**config.mk**
```make
export PLATFORM = sky130hd
export DESIGN_NAME = rank_bound_decoder
export DESIGN_NICKNAME = d
export VERILOG_FILES = /design/src/rtl/rbd_pkg.sv /design/src/rtl/rbd_cfg_regs.sv /design/src/rtl/rbd_ilv_detect.sv /design/src/rtl/rbd_rank_lookup.sv /design/src/rtl/rank_bound_decoder.sv
export SDC_FILE = /design/constraint.sdc
export NUM_CORES = 1
export LEC_CHECK = 0
export BUFFER_PORTS_ARGS = -buffer_cell sky130_fd_sc_hd__buf_2
export CORE_MARGIN = 3
export CORE_UTILIZATION = 25
export CTS_BUF_LIST = sky130_fd_sc_hd__clkbuf_8
export CTS_CLUSTER_SIZE = 40
export DETAILED_ROUTE_END_ITERATION = 16
export GPL_ROUTABILITY_DRIVEN = 0
export GPL_TIMING_DRIVEN = 0
export PLACE_DENSITY = 0.47
export SLEW_MARGIN = 20
export SYNTH_ARGS = -nofsm -noshare
export SYNTH_HDL_FRONTEND = slang
export SYNTH_HIERARCHICAL = 1
export SYNTH_SLANG_ARGS = --single-unit
```
**constraint.sdc**
```tcl
create_clock -name clk -period 5.8 [get_ports clk]
set_input_delay 1.16 -clock clk [delete_from_list [all_inputs] [get_ports clk]]
set_output_delay 1.16 -clock clk [all_outputs]
set_load 0.05 [all_outputs]
```
**src/rtl/rbd_pkg.sv**
```systemverilog
package rbd_pkg;
    localparam int BND_W = 8;
    localparam int FLD_W = 3;
    localparam int NCH   = 2;

    // Extract the page-size field of one rank from its pair byte.
    function automatic logic [FLD_W-1:0] rank_field(input logic [BND_W-1:0] pair_byte,
                                                    input logic odd_rank);
        return odd_rank ? pair_byte[6:4] : pair_byte[2:0];
    endfunction
endpackage

```
**src/rtl/rbd_cfg_regs.sv**
```systemverilog
module rbd_cfg_regs import rbd_pkg::*; #(
    parameter  int RPC   = 4,
    localparam int NPAIR = RPC / 2,
    localparam int NREG  = NCH * RPC + NCH * NPAIR,
    localparam int SEL_W = $clog2(NREG + 1)
) (
    input  logic                                 clk,
    input  logic                                 rst_n,
    input  logic                                 we,
    input  logic [SEL_W-1:0]                     sel,
    input  logic [BND_W-1:0]                     wdata,
    output logic [NCH-1:0][RPC-1:0][BND_W-1:0]   bnd,
    output logic [NCH-1:0][NPAIR-1:0][BND_W-1:0] attr
);
    always_ff @(posedge clk or negedge rst_n) begin
        if (!rst_n) begin
            bnd  <= '0;
            attr <= '0;
        end else if (we) begin
            for (int c = 0; c < NCH; c++) begin
                for (int r = 0; r < RPC; r++)
                    if (int'(sel) == c * RPC + r) bnd[c][r] <= wdata;
                for (int p = 0; p < NPAIR; p++)
                    if (int'(sel) == NCH * RPC + c * NPAIR + p) attr[c][p] <= wdata;
            end
        end
    end

    assert_first_bnd_write_R1: assert property (@(posedge clk) disable iff (!rst_n)
        (we && sel == '0) |=> (bnd[0][0] == $past(wdata)));

    assert_unused_sel_R2: assert property (@(posedge clk) disable iff (!rst_n)
        (we && int'(sel) >= NREG) |=> ($stable(bnd) && $stable(attr)));
endmodule

```
**src/rtl/rbd_ilv_detect.sv**
```systemverilog
module rbd_ilv_detect import rbd_pkg::*; #(
    parameter  int RPC   = 4,
    localparam int NPAIR = RPC / 2
) (
    input  logic [NCH-1:0][RPC-1:0][BND_W-1:0]   bnd,
    input  logic [NCH-1:0][NPAIR-1:0][BND_W-1:0] attr,
    output logic                                 ilv
);
    always_comb begin
        ilv = 1'b1;
        for (int r = 0; r < RPC; r++)
            if (bnd[0][r] != bnd[1][r]) ilv = 1'b0;
        for (int p = 0; p < NPAIR; p++) begin
            if (rank_field(attr[0][p], 1'b0) != rank_field(attr[1][p], 1'b0)) ilv = 1'b0;
            if (rank_field(attr[0][p], 1'b1) != rank_field(attr[1][p], 1'b1)) ilv = 1'b0;
        end
    end
endmodule

```
**src/rtl/rbd_rank_lookup.sv**
```systemverilog
module rbd_rank_lookup import rbd_pkg::*; #(
    parameter  int RPC    = 4,
    parameter  int CMP_W  = 9,
    localparam int NSLOT  = NCH * RPC,
    localparam int SLOT_W = $clog2(NSLOT)
) (
    input  logic [NCH-1:0][RPC-1:0][BND_W-1:0] bnd,
    input  logic                               ilv,
    input  logic [CMP_W-1:0]                   unit,
    output logic                               hit,
    output logic [SLOT_W-1:0]                  slot,
    output logic [CMP_W-1:0]                   top
);
    logic [NSLOT-1:0][CMP_W-1:0] lim;
    logic [NSLOT-1:0]            above;
    logic [CMP_W-1:0]            top0;

    assign top0 = ilv ? (CMP_W'(bnd[0][RPC-1]) << 1) : CMP_W'(bnd[0][RPC-1]);

    for (genvar r = 0; r < RPC; r++) begin : g_lim
        assign lim[r]       = ilv ? (CMP_W'(bnd[0][r]) << 1) : CMP_W'(bnd[0][r]);
        assign lim[RPC + r] = ilv ? top0 : top0 + CMP_W'(bnd[1][r]);
    end

    for (genvar s = 0; s < NSLOT; s++) begin : g_cmp
        assign above[s] = lim[s] > unit;
    end

    always_comb begin
        hit  = |above;
        slot = '0;
        for (int s = NSLOT - 1; s >= 0; s--)
            if (above[s]) slot = SLOT_W'(s);
    end

    assign top = lim[NSLOT-1];
endmodule

```
**src/rtl/rank_bound_decoder.sv**
```systemverilog
module rank_bound_decoder import rbd_pkg::*; #(
    parameter  int RANKS_PER_CH = 4,
    parameter  int ADDR_W       = 34,
    parameter  int UNIT_SHIFT   = 25,
    parameter  int CH_BIT       = 6,
    localparam int NPAIR        = RANKS_PER_CH / 2,
    localparam int NREG         = NCH * RANKS_PER_CH + NCH * NPAIR,
    localparam int SEL_W        = $clog2(NREG + 1),
    localparam int RK_W         = $clog2(RANKS_PER_CH)
) (
    input  logic              clk,
    input  logic              rst_n,
    input  logic              cfg_we,
    input  logic [SEL_W-1:0]  cfg_sel,
    input  logic [BND_W-1:0]  cfg_wdata,
    input  logic              lk_valid,
    input  logic [ADDR_W-1:0] lk_addr,
    output logic              res_valid,
    output logic              res_hit,
    output logic              res_oor,
    output logic              res_channel,
    output logic [RK_W-1:0]   res_rank,
    output logic [FLD_W-1:0]  res_page,
    output logic              interleaved
);
    localparam int UNIT_W = ADDR_W - UNIT_SHIFT;
    localparam int LIM_W  = BND_W + 1;
    localparam int CMP_W  = (UNIT_W > LIM_W) ? UNIT_W : LIM_W;
    localparam int SLOT_W = $clog2(NCH * RANKS_PER_CH);

    logic [NCH-1:0][RANKS_PER_CH-1:0][BND_W-1:0] bnd;
    logic [NCH-1:0][NPAIR-1:0][BND_W-1:0]        attr;
    logic [CMP_W-1:0]  unit, top;
    logic              hit;
    logic [SLOT_W-1:0] slot;
    logic              d_ch;
    logic [RK_W-1:0]   d_rank;
    logic [FLD_W-1:0]  d_page;

    rbd_cfg_regs #(.RPC(RANKS_PER_CH)) u_regs (
        .clk(clk), .rst_n(rst_n), .we(cfg_we), .sel(cfg_sel),
        .wdata(cfg_wdata), .bnd(bnd), .attr(attr)
    );

    rbd_ilv_detect #(.RPC(RANKS_PER_CH)) u_ilv (
        .bnd(bnd), .attr(attr), .ilv(interleaved)
    );

    assign unit = CMP_W'(lk_addr[ADDR_W-1:UNIT_SHIFT]);

    rbd_rank_lookup #(.RPC(RANKS_PER_CH), .CMP_W(CMP_W)) u_look (
        .bnd(bnd), .ilv(interleaved), .unit(unit),
        .hit(hit), .slot(slot), .top(top)
    );

    always_comb begin
        d_ch   = 1'b0;
        d_rank = '0;
        d_page = '0;
        if (hit) begin
            d_rank = slot[RK_W-1:0];
            d_ch   = interleaved ? lk_addr[CH_BIT] : slot[SLOT_W-1];
            d_page = rank_field(attr[d_ch][int'(d_rank) / 2], d_rank[0]);
        end
    end

    always_ff @(posedge clk or negedge rst_n) begin
        if (!rst_n) begin
            res_valid   <= 1'b0;
            res_hit     <= 1'b0;
            res_oor     <= 1'b0;
            res_channel <= 1'b0;
            res_rank    <= '0;
            res_page    <= '0;
        end else begin
            res_valid   <= lk_valid;
            res_hit     <= lk_valid & hit;
            res_oor     <= lk_valid & ~hit;
            res_channel <= lk_valid & d_ch;
            res_rank    <= lk_valid ? d_rank : '0;
            res_page    <= lk_valid ? d_page : '0;
        end
    end

    assert_result_follows_R9: assert property (@(posedge clk) disable iff (!rst_n)
        lk_valid |=> res_valid);

    assert_no_result_R9: assert property (@(posedge clk) disable iff (!rst_n)
        !lk_valid |=> !res_valid);

    assert_idle_quiet_R9: assert property (@(posedge clk) disable iff (!rst_n)
        !res_valid |-> (!res_hit && !res_oor && !res_channel && res_rank == '0 && res_page == '0));

    assert_beyond_top_R7: assert property (@(posedge clk) disable iff (!rst_n)
        (lk_valid && unit >= top) |=> (res_oor && !res_hit && res_page == '0));

    assert_ilv_channel_R4: assert property (@(posedge clk) disable iff (!rst_n)
        (lk_valid && interleaved && unit < top) |=> (res_hit && res_channel == $past(lk_addr[CH_BIT])));
endmodule

```
==> metrics.cfg, run 1 <==
[routing]
viasPerCell = 4.91
final_antenna_net_count = 0
wirelength_um = 24300
dr.pass1.iters = 4
drcViolationCount = 0
drtIter0Drc = 298
routedWlPerCell_um = 19.9
vias = 5998

[worst_setup_path]
critPathTopFamily = compound AO/OA/AOI/OAI gates
reg2reg_slack_ns = 0.15
crit_type = flop to flop
worstSetupStartpointType = flop
arrival_ns = 5.94
r2r-end = res_page[2]$_DFF_PN0_
cp.depth = 26
crit_required_ns = 6.09
critPathMaxStageDelay_ns = 0.50
path_max_fanout = 5
crit_end = res_page[2]$_DFF_PN0_
slowest_stage = dfrtp_2
crit_path_end_kind = flop
reg2regPathDepth = 26
r2r-start = u_regs/bnd[51]$_DFFE_PN0P_
cp_common_cell = o21ai_2
critPathLaunch = u_regs/bnd[51]$_DFFE_PN0P_
path_buf_inv = 3

[die]
die_h_um = 183
die_w_um = 183
io_pins = 60
fp.dieArea_um2 = 33400
core_area_um2 = 30700
row_count = 64
initial_core_util_pct = 25.4

[clocking]
cts_sinks = 97
numCtsBuffers = 9
h-tree-depth = 3
insertion_delay_ns = 0.39
cts_max_path_buffers = 2
clkTransAtPathRegs_ns = 0.11
ctsRootBufferMaster = clkbuf_8
cts_tree = built

[global_route]
grt_max_degree = 64
grt_pass1_vias = 6102
track_usage_pct = 14.6
antenna_found_initial = 0
grt_pass1_wl_um = 37000
grt-ovfl-total = 0

[sta]
period_share_pct = 97.4
max_freq_mhz = 177
relSlewSlack_pct = 38.4
skew_ns = 0.0125
hold_violations = 0
max_slew.worst_pin.slew_ns = 0.916
finalSetupViolCount = 0
finalMaxSlewViolations = 0
finalCriticalPeriod_ns = 5.65

[power]
peakVddDrop_mv = 0.123
p_leak_uw = 0.00430
powerDensity_nw_per_um2 = 413

[cells_and_area]
syn2layout_area_growth_pct = 20.0
fillers = 3244
fin_nets = 979
antennaDiodeCount = 0
fin_cells = 1222
fin_util_pct = 30.5
drive_above_1_share_pct = 33.7

[logic_synthesis]
synth_nets = 910
yosys_warnings = 6
synth_area_um2 = 7820
avgSynthCellArea_um2 = 10.4
synth_cells = 752

[placed_design]
post-dp-hpwl_um = 18700
portBuffers = 33
numPlacedInstances = 1182

[min_path]
hold_path.class = flop to flop

[run_status]
status = finished, final reports clean

[run]
maxCapViolations = 0

-- cell type report --
| class | instances | area [um^2] | area share (%) |
|---|---|---|---|
| buffer | 19 | 140 | 1.49 |
| clock buffer | 9 | 124 | 1.32 |
| clock inverter | 7 | 66.3 | 0.707 |
| inverter | 41 | 154 | 1.64 |
| multi-input combinational | 594 | 5550 | 59.1 |
| sequential | 97 | 2440 | 26.0 |
| tap | 396 | 495 | 5.28 |
| timing repair buffer | 59 | 419 | 4.47 |
-- worst min-delay path by stage --
stage	depth (start not counted)	end	from	slack, ns
4_1_cts	1	u_regs/attr[6]$_DFFE_PN0P_	u_regs/attr[6]$_DFFE_PN0P_	0.57
6_report	1	u_regs/attr[21]$_DFFE_PN0P_	u_regs/attr[21]$_DFFE_PN0P_	0.57
3_3_place_gp	1	u_regs/attr[8]$_DFFE_PN0P_	u_regs/attr[8]$_DFFE_PN0P_	0.54
5_1_grt	1	u_regs/attr[5]$_DFFE_PN0P_	u_regs/attr[5]$_DFFE_PN0P_	0.59
2_1_floorplan	1	u_regs/attr[16]$_DFFE_PN0P_	u_regs/attr[16]$_DFFE_PN0P_	0.52
3_5_place_dp	1	u_regs/attr[1]$_DFFE_PN0P_	u_regs/attr[1]$_DFFE_PN0P_	0.54
-- flip-flops by register name (all words and copies together), names as in the netlist --
name,count
res_page,3
u_regs/attr,24
res_oor,1
res_valid,1
res_channel,1
u_regs/bnd,64
res_rank,2
res_hit,1
-- routing by layer --
metal  vias to the layer above  track usage, %  share of wire, %  wire length, um
met1                      2998            21.2                49            12000
met5                         -               0                 0                0
li1                       2888               -                 -                -
met2                        91            23.2                46            11100
met3                        21            1.67               3.6              886
met4                         0            3.56               1.4              333
-- layout by cell type, fill, tap and decap left out, drive strengths merged, types with 16 or more instances in the layout --
| cell type | count |
|---|---|
| a21oi | 46 |
| ha | 104 |
| nor2 | 32 |
| nand2 | 30 |
| xor2 | 53 |
| inv | 43 |
| dfrtp | 97 |
| and3 | 16 |
| clkbuf | 22 |
| buf | 65 |
| o21ai | 49 |
| mux2 | 109 |
| a21o | 17 |
-- per-stage QoR --
stage | power, uW | setup TNS [ns] | cell area [um^2] | hold slack [ns] | setup slack, ns
final | 3870 | 0 | 9380 | 0.565 | 0.153
after global routing | 4170 | -0.134 | 9380 | 0.588 | -0.0497
after CTS | 3620 | 0 | 8980 | 0.570 | 0.00427
after detailed placement | 3000 | -11.31 | 8530 | 0.542 | -1.81
after global placement | 2990 | -11.57 | 8500 | 0.537 | -1.82
after floorplan | 2450 | 0 | 7840 | 0.523 | 0.0292
-- power breakdown --
part / internal, uW / switching [uW] / leakage, uW
Sequential: 840 / 215 / 0.00119
Clock: 165 / 270 / 0.0000945
Combinational: 1140 / 1240 / 0.00302
Total: 2150 / 1720 / 0.00430
-- worst reg2reg max path, cell delays in order (launching register included) --
cell,delay [ns]
dfrtp_2,0.50
xor2_1,0.20
nor4_2,0.31
nand4_1,0.21
nor3_4,0.24
buf_8,0.16
buf_4,0.13
nand2_1,0.16
o21ai_4,0.21
ha_4,0.27
a21o_1,0.21
a21oi_2,0.20
o21bai_1,0.12
xnor2_1,0.20
o21ai_2,0.11
ha_1,0.33
and3_4,0.16
a221o_1,0.32
o21ai_2,0.17
a32oi_4,0.11
nor2_2,0.18
a21boi_2,0.10
mux2i_4,0.27
buf_12,0.18
mux2i_2,0.25
a21oi_1,0.10
and3_1,0.18
-- repair_timing --
item | CTS | global route
pin swaps | 11 | 32
resized for setup | 47 | 65
endpoints found under the setup margin | 8 | 5
cloned | 0 | 1
buffers inserted | 14 | 10
hold endpoints to repair | 0 | 0
hold buffers | 0 | 0
(Power assumes the default switching activity.)
==> run 2, diff against run 1 <==
PLACE_DENSITY = unset   (was 0.47)
PLACE_DENSITY_LB_ADDON = 0.2   (was unset)
==> run 2 against run 1 <==
  * Setup slack worse by 0.079 ns
  * Clock-buffer cell count unchanged
  * Critical path depth down 1
  * Global-route usage up 0.29 points
  * Largest power group unchanged
  * Routed wire length rose by 3.3%
  * Maximum frequency decreased by 1.4%
==> metrics.cfg, run 2 (synthesized netlist as in run 1, its figures left out) <==
[clocking]
numCtsBuffers = 9  ; unchanged
ctsRootBufferMaster = clkbuf_8  ; unchanged
cts_sinks = 97  ; unchanged
cts_tree = built  ; unchanged
cts_max_path_buffers = 2  ; unchanged
insertion_delay_ns = 0.40  ; was 0.39 ns
clkTransAtPathRegs_ns = 0.11  ; about the same
h-tree-depth = 3  ; unchanged

[min_path]
min_path_cells = 1  ; unchanged
holdCritStartpoint = u_regs/attr[13]$_DFFE_PN0P_  ; was u_regs/attr[21]$_DFFE_PN0P_
hold_end = u_regs/attr[13]$_DFFE_PN0P_  ; was u_regs/attr[21]$_DFFE_PN0P_
hold_path.class = flop to flop  ; unchanged

[placed_design]
dpl_cell_area_um2 = 8530  ; unchanged
place_worst_setup_slack_ns = -1.87  ; was -1.81 ns
numPlacedInstances = 1182  ; unchanged
post-dp-hpwl_um = 19300  ; was 18700 um
portBuffers = 33  ; unchanged

[power]
power_uw = 4000  ; was 3870 uW
peakVddDrop_mv = 0.129  ; was 0.123 mV
p_leak_uw = 0.00434  ; was 0.00430 uW
powerDensity_nw_per_um2 = 423  ; was 413 nW/um^2

[worst_setup_path]
worstSetupStartpointType = flop  ; unchanged
reg2regPathDepth = 25  ; was 26
path_buf_inv = 3  ; unchanged
critPathTopFamily = compound AO/OA/AOI/OAI gates  ; unchanged
cp_common_cell = o21ai_2  ; unchanged
r2r-end = res_page[1]$_DFF_PN0_  ; was res_page[2]$_DFF_PN0_
r2r-start = u_regs/bnd[33]$_DFFE_PN0P_  ; was u_regs/bnd[51]$_DFFE_PN0P_
arrival_ns = 6.02  ; was 5.94 ns
slowest_stage = dfrtp_1  ; was dfrtp_2
crit_path_end_kind = flop  ; unchanged
crit_type = flop to flop  ; unchanged
crit_required_ns = 6.09  ; about the same
critPathMaxStageDelay_ns = 0.48  ; was 0.50 ns
reg2reg_slack_ns = 0.07  ; was 0.15 ns
path_max_fanout = 11  ; was 5

[sta]
skew_ns = 0.0177  ; was 0.0125 ns
max_freq_mhz = 175  ; was 177 MHz
hold_violations = 0  ; unchanged
tns_ns = 0  ; unchanged
period_share_pct = 98.7  ; was 97.4%
finalMaxSlewViolations = 0  ; unchanged
finalCriticalPeriod_ns = 5.73  ; was 5.65 ns
setup_ws_ns = 0.0742  ; was 0.153 ns
max_slew.worst_pin.slew_ns = 0.863  ; was 0.916 ns
finalSetupViolCount = 0  ; unchanged
relSlewSlack_pct = 42.0  ; was 38.4%

[cells_and_area]
top_regs = u_regs/bnd x64, u_regs/attr x24, res_page x3  ; unchanged
most-common-layout-cells = ha_1, mux2_2, dfrtp_1  ; unchanged
top_register = u_regs/bnd  ; unchanged
largest_reg_flops = 64  ; unchanged
stdcell_area_um2 = 9450  ; was 9380 um^2
multi_input_area_um2 = 5590  ; was 5550 um^2
regArea_um2 = 2430  ; was 2440 um^2
syn2layout_area_growth_pct = 20.9  ; was 20.0%
drive_above_1_share_pct = 34.5  ; was 33.7%
fin_cells = 1227  ; was 1222
fin_nets = 984  ; was 979
antennaDiodeCount = 0  ; unchanged
final_common_cell = ha_1  ; unchanged
fillers = 3219  ; was 3244

[die]
die_h_um = 183  ; unchanged
initial_core_util_pct = 25.4  ; unchanged
fp.dieArea_um2 = 33400  ; unchanged
die_w_um = 183  ; unchanged
io_pins = 60  ; unchanged
core_area_um2 = 30700  ; unchanged
row_count = 64  ; unchanged

[global_route]
track_usage_pct = 14.9  ; was 14.6%
grt_max_degree = 61  ; was 64
grt_pass1_vias = 6063  ; was 6102
grt-ovfl-total = 0  ; unchanged
grt_pass1_wl_um = 37300  ; was 37000 um
antenna_found_initial = 0  ; unchanged

[run]
maxCapViolations = 0  ; unchanged

[routing]
vias = 6033  ; was 5998
drcViolationCount = 0  ; unchanged
wirelength_um = 25100  ; was 24300 um
final_antenna_net_count = 0  ; unchanged
dr.pass1.iters = 4  ; unchanged
viasPerCell = 4.92  ; was 4.91
routedWlPerCell_um = 20.5  ; was 19.9 um
drtIter0Drc = 297  ; was 298

[run_status]
status = finished, final reports clean  ; unchanged

## run 2: per-stage QoR
stage                     utilization, %  hold WS, ns
after floorplan                        -        0.523
after global placement              27.6        0.534
after detailed placement            27.8        0.539
after CTS                           29.4        0.568
after global routing                30.7        0.590
final                               30.7        0.563
## run 2: worst max path at each step
stage	from	end	depth (start not counted)
2_1_floorplan	u_regs/bnd[57]$_DFFE_PN0P_	res_page[0]$_DFF_PN0_	25
3_3_place_gp	u_regs/bnd[48]$_DFFE_PN0P_	res_page[2]$_DFF_PN0_	25
3_5_place_dp	u_regs/bnd[48]$_DFFE_PN0P_	res_page[2]$_DFF_PN0_	25
4_1_cts	u_regs/bnd[55]$_DFFE_PN0P_	res_page[2]$_DFF_PN0_	28
5_1_grt	u_regs/bnd[59]$_DFFE_PN0P_	res_page[1]$_DFF_PN0_	26
6_report	u_regs/bnd[33]$_DFFE_PN0P_	res_page[1]$_DFF_PN0_	25
## run 2: worst register-to-register path: stages (launching register included)
cell and delay, ns:
dfrtp_1 0.48, xor2_1 0.20, nor4_2 0.39, nand3_1 0.20, nor3_4 0.24, buf_4 0.14, buf_6 0.16, buf_12 0.18
o21ai_2 0.16, ha_4 0.26, a21o_1 0.21, a21oi_2 0.21, o21bai_1 0.12, xnor2_1 0.19, o21ai_2 0.10, ha_1 0.34
and3_4 0.16, a221o_1 0.36, o21ai_2 0.19, a32oi_4 0.11, nand2b_4 0.17, a211o_1 0.32, a21oi_4 0.27, nor2b_4 0.24
a22oi_1 0.09, and3_1 0.16
## run 2: power breakdown
group          switching (uW)  internal (uW)
sequential                216            839
clock                     267            160
combinational            1300           1210
total                    1780           2210
## run 2: timing repair
| item | CTS | global route |
|---|---|---|
| hold buffers | 0 | 0 |
| resized for setup | 63 | 62 |
| gates cloned | 0 | 1 |
| pin swaps | 14 | 44 |
| buffers inserted | 15 | 15 |
| endpoints found under the setup margin | 8 | 7 |
## run 2: layout make-up
class                      count  share of cell area (%)
inverter                      41                    1.63
clock buffer                   9                    1.31
clock inverter                 7                   0.596
multi-input combinational    594                    59.1
sequential                    97                    25.8
timing repair buffer          65                    4.99
tap                          396                    5.24
buffer                        18                    1.36
## run 2: metal layers
layer	track usage, %	up-vias	part of all wire [%]
met5	0	-	0
met4	3.63	0	1.4
met3	1.77	22	2.8
met2	24.5	85	47
met1	21.0	3038	49
li1	-	2888	-
==> run 3, diff against run 2 <==
CTS_BUF_LIST = unset   (was sky130_fd_sc_hd__clkbuf_8)
==> run 3 against run 2 <==
  * Global-route usage barely moved
  * Largest cell class unchanged
  * Register-to-register slack improved by 0.06 ns
  * Via count fell by 0.17%
  * Largest power group unchanged
  * Highest routed layer unchanged
==> metrics.cfg, run 3 (synthesized netlist as in run 1, its figures left out) <==
[power]
p_leak_uw = 0.00444  ; was 0.00434 uW
power_uw = 4230  ; was 4000 uW
peakVddDrop_mv = 0.137  ; was 0.129 mV
powerDensity_nw_per_um2 = 436  ; was 423 nW/um^2

[worst_setup_path]
reg2reg_slack_ns = 0.14  ; was 0.07 ns
path_max_fanout = 7  ; was 11
critPathTopFamily = compound AO/OA/AOI/OAI gates  ; unchanged
arrival_ns = 5.91  ; was 6.02 ns
critPathMaxStageDelay_ns = 0.43  ; was 0.48 ns
crit_type = flop to flop  ; unchanged
crit_required_ns = 6.05  ; was 6.09 ns
reg2regPathDepth = 25  ; unchanged
crit_path_end_kind = flop  ; unchanged
worstSetupStartpointType = flop  ; unchanged
slowest_stage = dfrtp_1  ; unchanged
path_buf_inv = 2  ; was 3
cp.depth = 25  ; unchanged

[global_route]
antenna_found_initial = 0  ; unchanged
track_usage_pct = 14.9  ; about the same
grt-ovfl-total = 0  ; unchanged
grt_pass1_vias = 6065  ; was 6063
grt_pass1_wl_um = 37400  ; was 37300 um
grt_max_degree = 61  ; unchanged

[sta]
hold_ws_ns = 0.556  ; was 0.563 ns
finalCriticalPeriod_ns = 5.66  ; was 5.73 ns
period_share_pct = 97.6  ; was 98.7%
hold_violations = 0  ; unchanged
skew_ns = 0.0109  ; was 0.0177 ns
max_slew.worst_pin.slew_ns = 0.851  ; was 0.863 ns
finalMaxSlewViolations = 0  ; unchanged
relSlewSlack_pct = 42.7  ; was 42.0%
finalSetupViolCount = 0  ; unchanged
max_freq_mhz = 177  ; was 175 MHz

[placed_design]
dpl_cell_area_um2 = 8530  ; unchanged
portBuffers = 33  ; unchanged
post-dp-hpwl_um = 19300  ; unchanged

[cells_and_area]
antennaDiodeCount = 0  ; unchanged
fillers = 3197  ; was 3219
top_register = u_regs/bnd  ; unchanged
top_regs = u_regs/bnd x64, u_regs/attr x24, res_page x3  ; unchanged
fin_nets = 992  ; was 984
stdcell_area_um2 = 9700  ; was 9450 um^2
final_common_cell = ha_1  ; unchanged
syn2layout_area_growth_pct = 24.0  ; was 20.9%
most-common-layout-cells = ha_1, mux2_2, dfrtp_1  ; unchanged
largest_reg_flops = 64  ; unchanged
drive_above_1_share_pct = 36.6  ; was 34.5%

[clocking]
cts_max_path_buffers = 2  ; unchanged
cts_tree = built  ; unchanged
h-tree-depth = 3  ; unchanged
clkTransAtPathRegs_ns = 0.08  ; was 0.11 ns
numCtsBuffers = 9  ; unchanged
insertion_delay_ns = 0.36  ; was 0.40 ns
cts_sinks = 97  ; unchanged
ctsRootBufferMaster = clkbuf_16  ; was clkbuf_8

[routing]
met3_length_um = 619  ; was 692 um
routedWlPerCell_um = 20.4  ; was 20.5 um
final_antenna_net_count = 0  ; unchanged
wirelength_um = 25200  ; was 25100 um
vias = 6023  ; was 6033
dr.pass1.iters = 4  ; unchanged
top_layer = met4  ; unchanged
met1Wirelength_um = 12400  ; about the same
drtIter0Drc = 326  ; was 297
viasPerCell = 4.88  ; was 4.92
wl_met2_um = 11800  ; was 11700 um
drcViolationCount = 0  ; unchanged

[die]
io_pins = 60  ; unchanged
row_count = 64  ; unchanged
die_h_um = 183  ; unchanged
fp.dieArea_um2 = 33400  ; unchanged
initial_core_util_pct = 25.4  ; unchanged
core_area_um2 = 30700  ; unchanged
die_w_um = 183  ; unchanged

[min_path]
hold_path.class = flop to flop  ; unchanged
min_path_cells = 1  ; unchanged

[run]
maxCapViolations = 0  ; unchanged

[run_status]
status = finished, final reports clean  ; unchanged

run 3: layer usage:
metal	GRT usage, %	up-vias
li1	-	2916
met1	20.9	3009
met2	24.6	75
met3	1.86	23
met4	3.75	0
met5	0	-
run 3: power by group:
| group | internal (uW) | switching [uW] |
|---|---|---|
| clock network | 297 | 281 |
| logic | 1260 | 1330 |
| registers | 842 | 217 |
run 3: area by class of cell:
| cell class | count | area [um^2] | share of cell area (%) |
|---|---|---|---|
| buffer | 18 | 129 | 1.33 |
| clock buffer | 10 | 229 | 2.36 |
| clock inverter | 6 | 52.6 | 0.542 |
| inverter | 41 | 156 | 1.61 |
| multi-input combinational | 594 | 5660 | 58.4 |
| sequential | 97 | 2440 | 25.2 |
| tap | 396 | 495 | 5.11 |
| timing repair buffer | 73 | 536 | 5.52 |
run 3: metrics by stage:
step / setup slack [ns] / std cells / util [%] / TNS (ns)
after floorplan: 0.0292 / 752 / - / 0
after global placement: -1.97 / 1181 / 27.6 / -12.46
after detailed placement: -1.87 / 1182 / 27.8 / -11.80
after CTS: 0.00803 / 1216 / 29.8 / 0
after global routing: -0.0132 / 1235 / 31.5 / -0.0371
final: 0.138 / 1235 / 31.5 / 0
run 3: worst paths after layout:
kind,startpoint,to
max,u_regs/bnd[54]$_DFFE_PN0P_,res_page[1]$_DFF_PN0_
max reg2reg,u_regs/bnd[54]$_DFFE_PN0P_,res_page[1]$_DFF_PN0_
min in group asynchronous,rst_n,u_regs/bnd[29]$_DFFE_PN0P_
min,u_regs/attr[13]$_DFFE_PN0P_,u_regs/attr[13]$_DFFE_PN0P_
min reg2reg,u_regs/attr[13]$_DFFE_PN0P_,u_regs/attr[13]$_DFFE_PN0P_
max in group asynchronous,rst_n,u_regs/bnd[24]$_DFFE_PN0P_
run 3: repair_timing:
action	4_1_cts	5_1_grt
gates resized for setup	65	81
buffers inserted	18	20
gates cloned	0	1
setup endpoints to repair	8	7
hold buffers	0	0
pin swaps	18	62
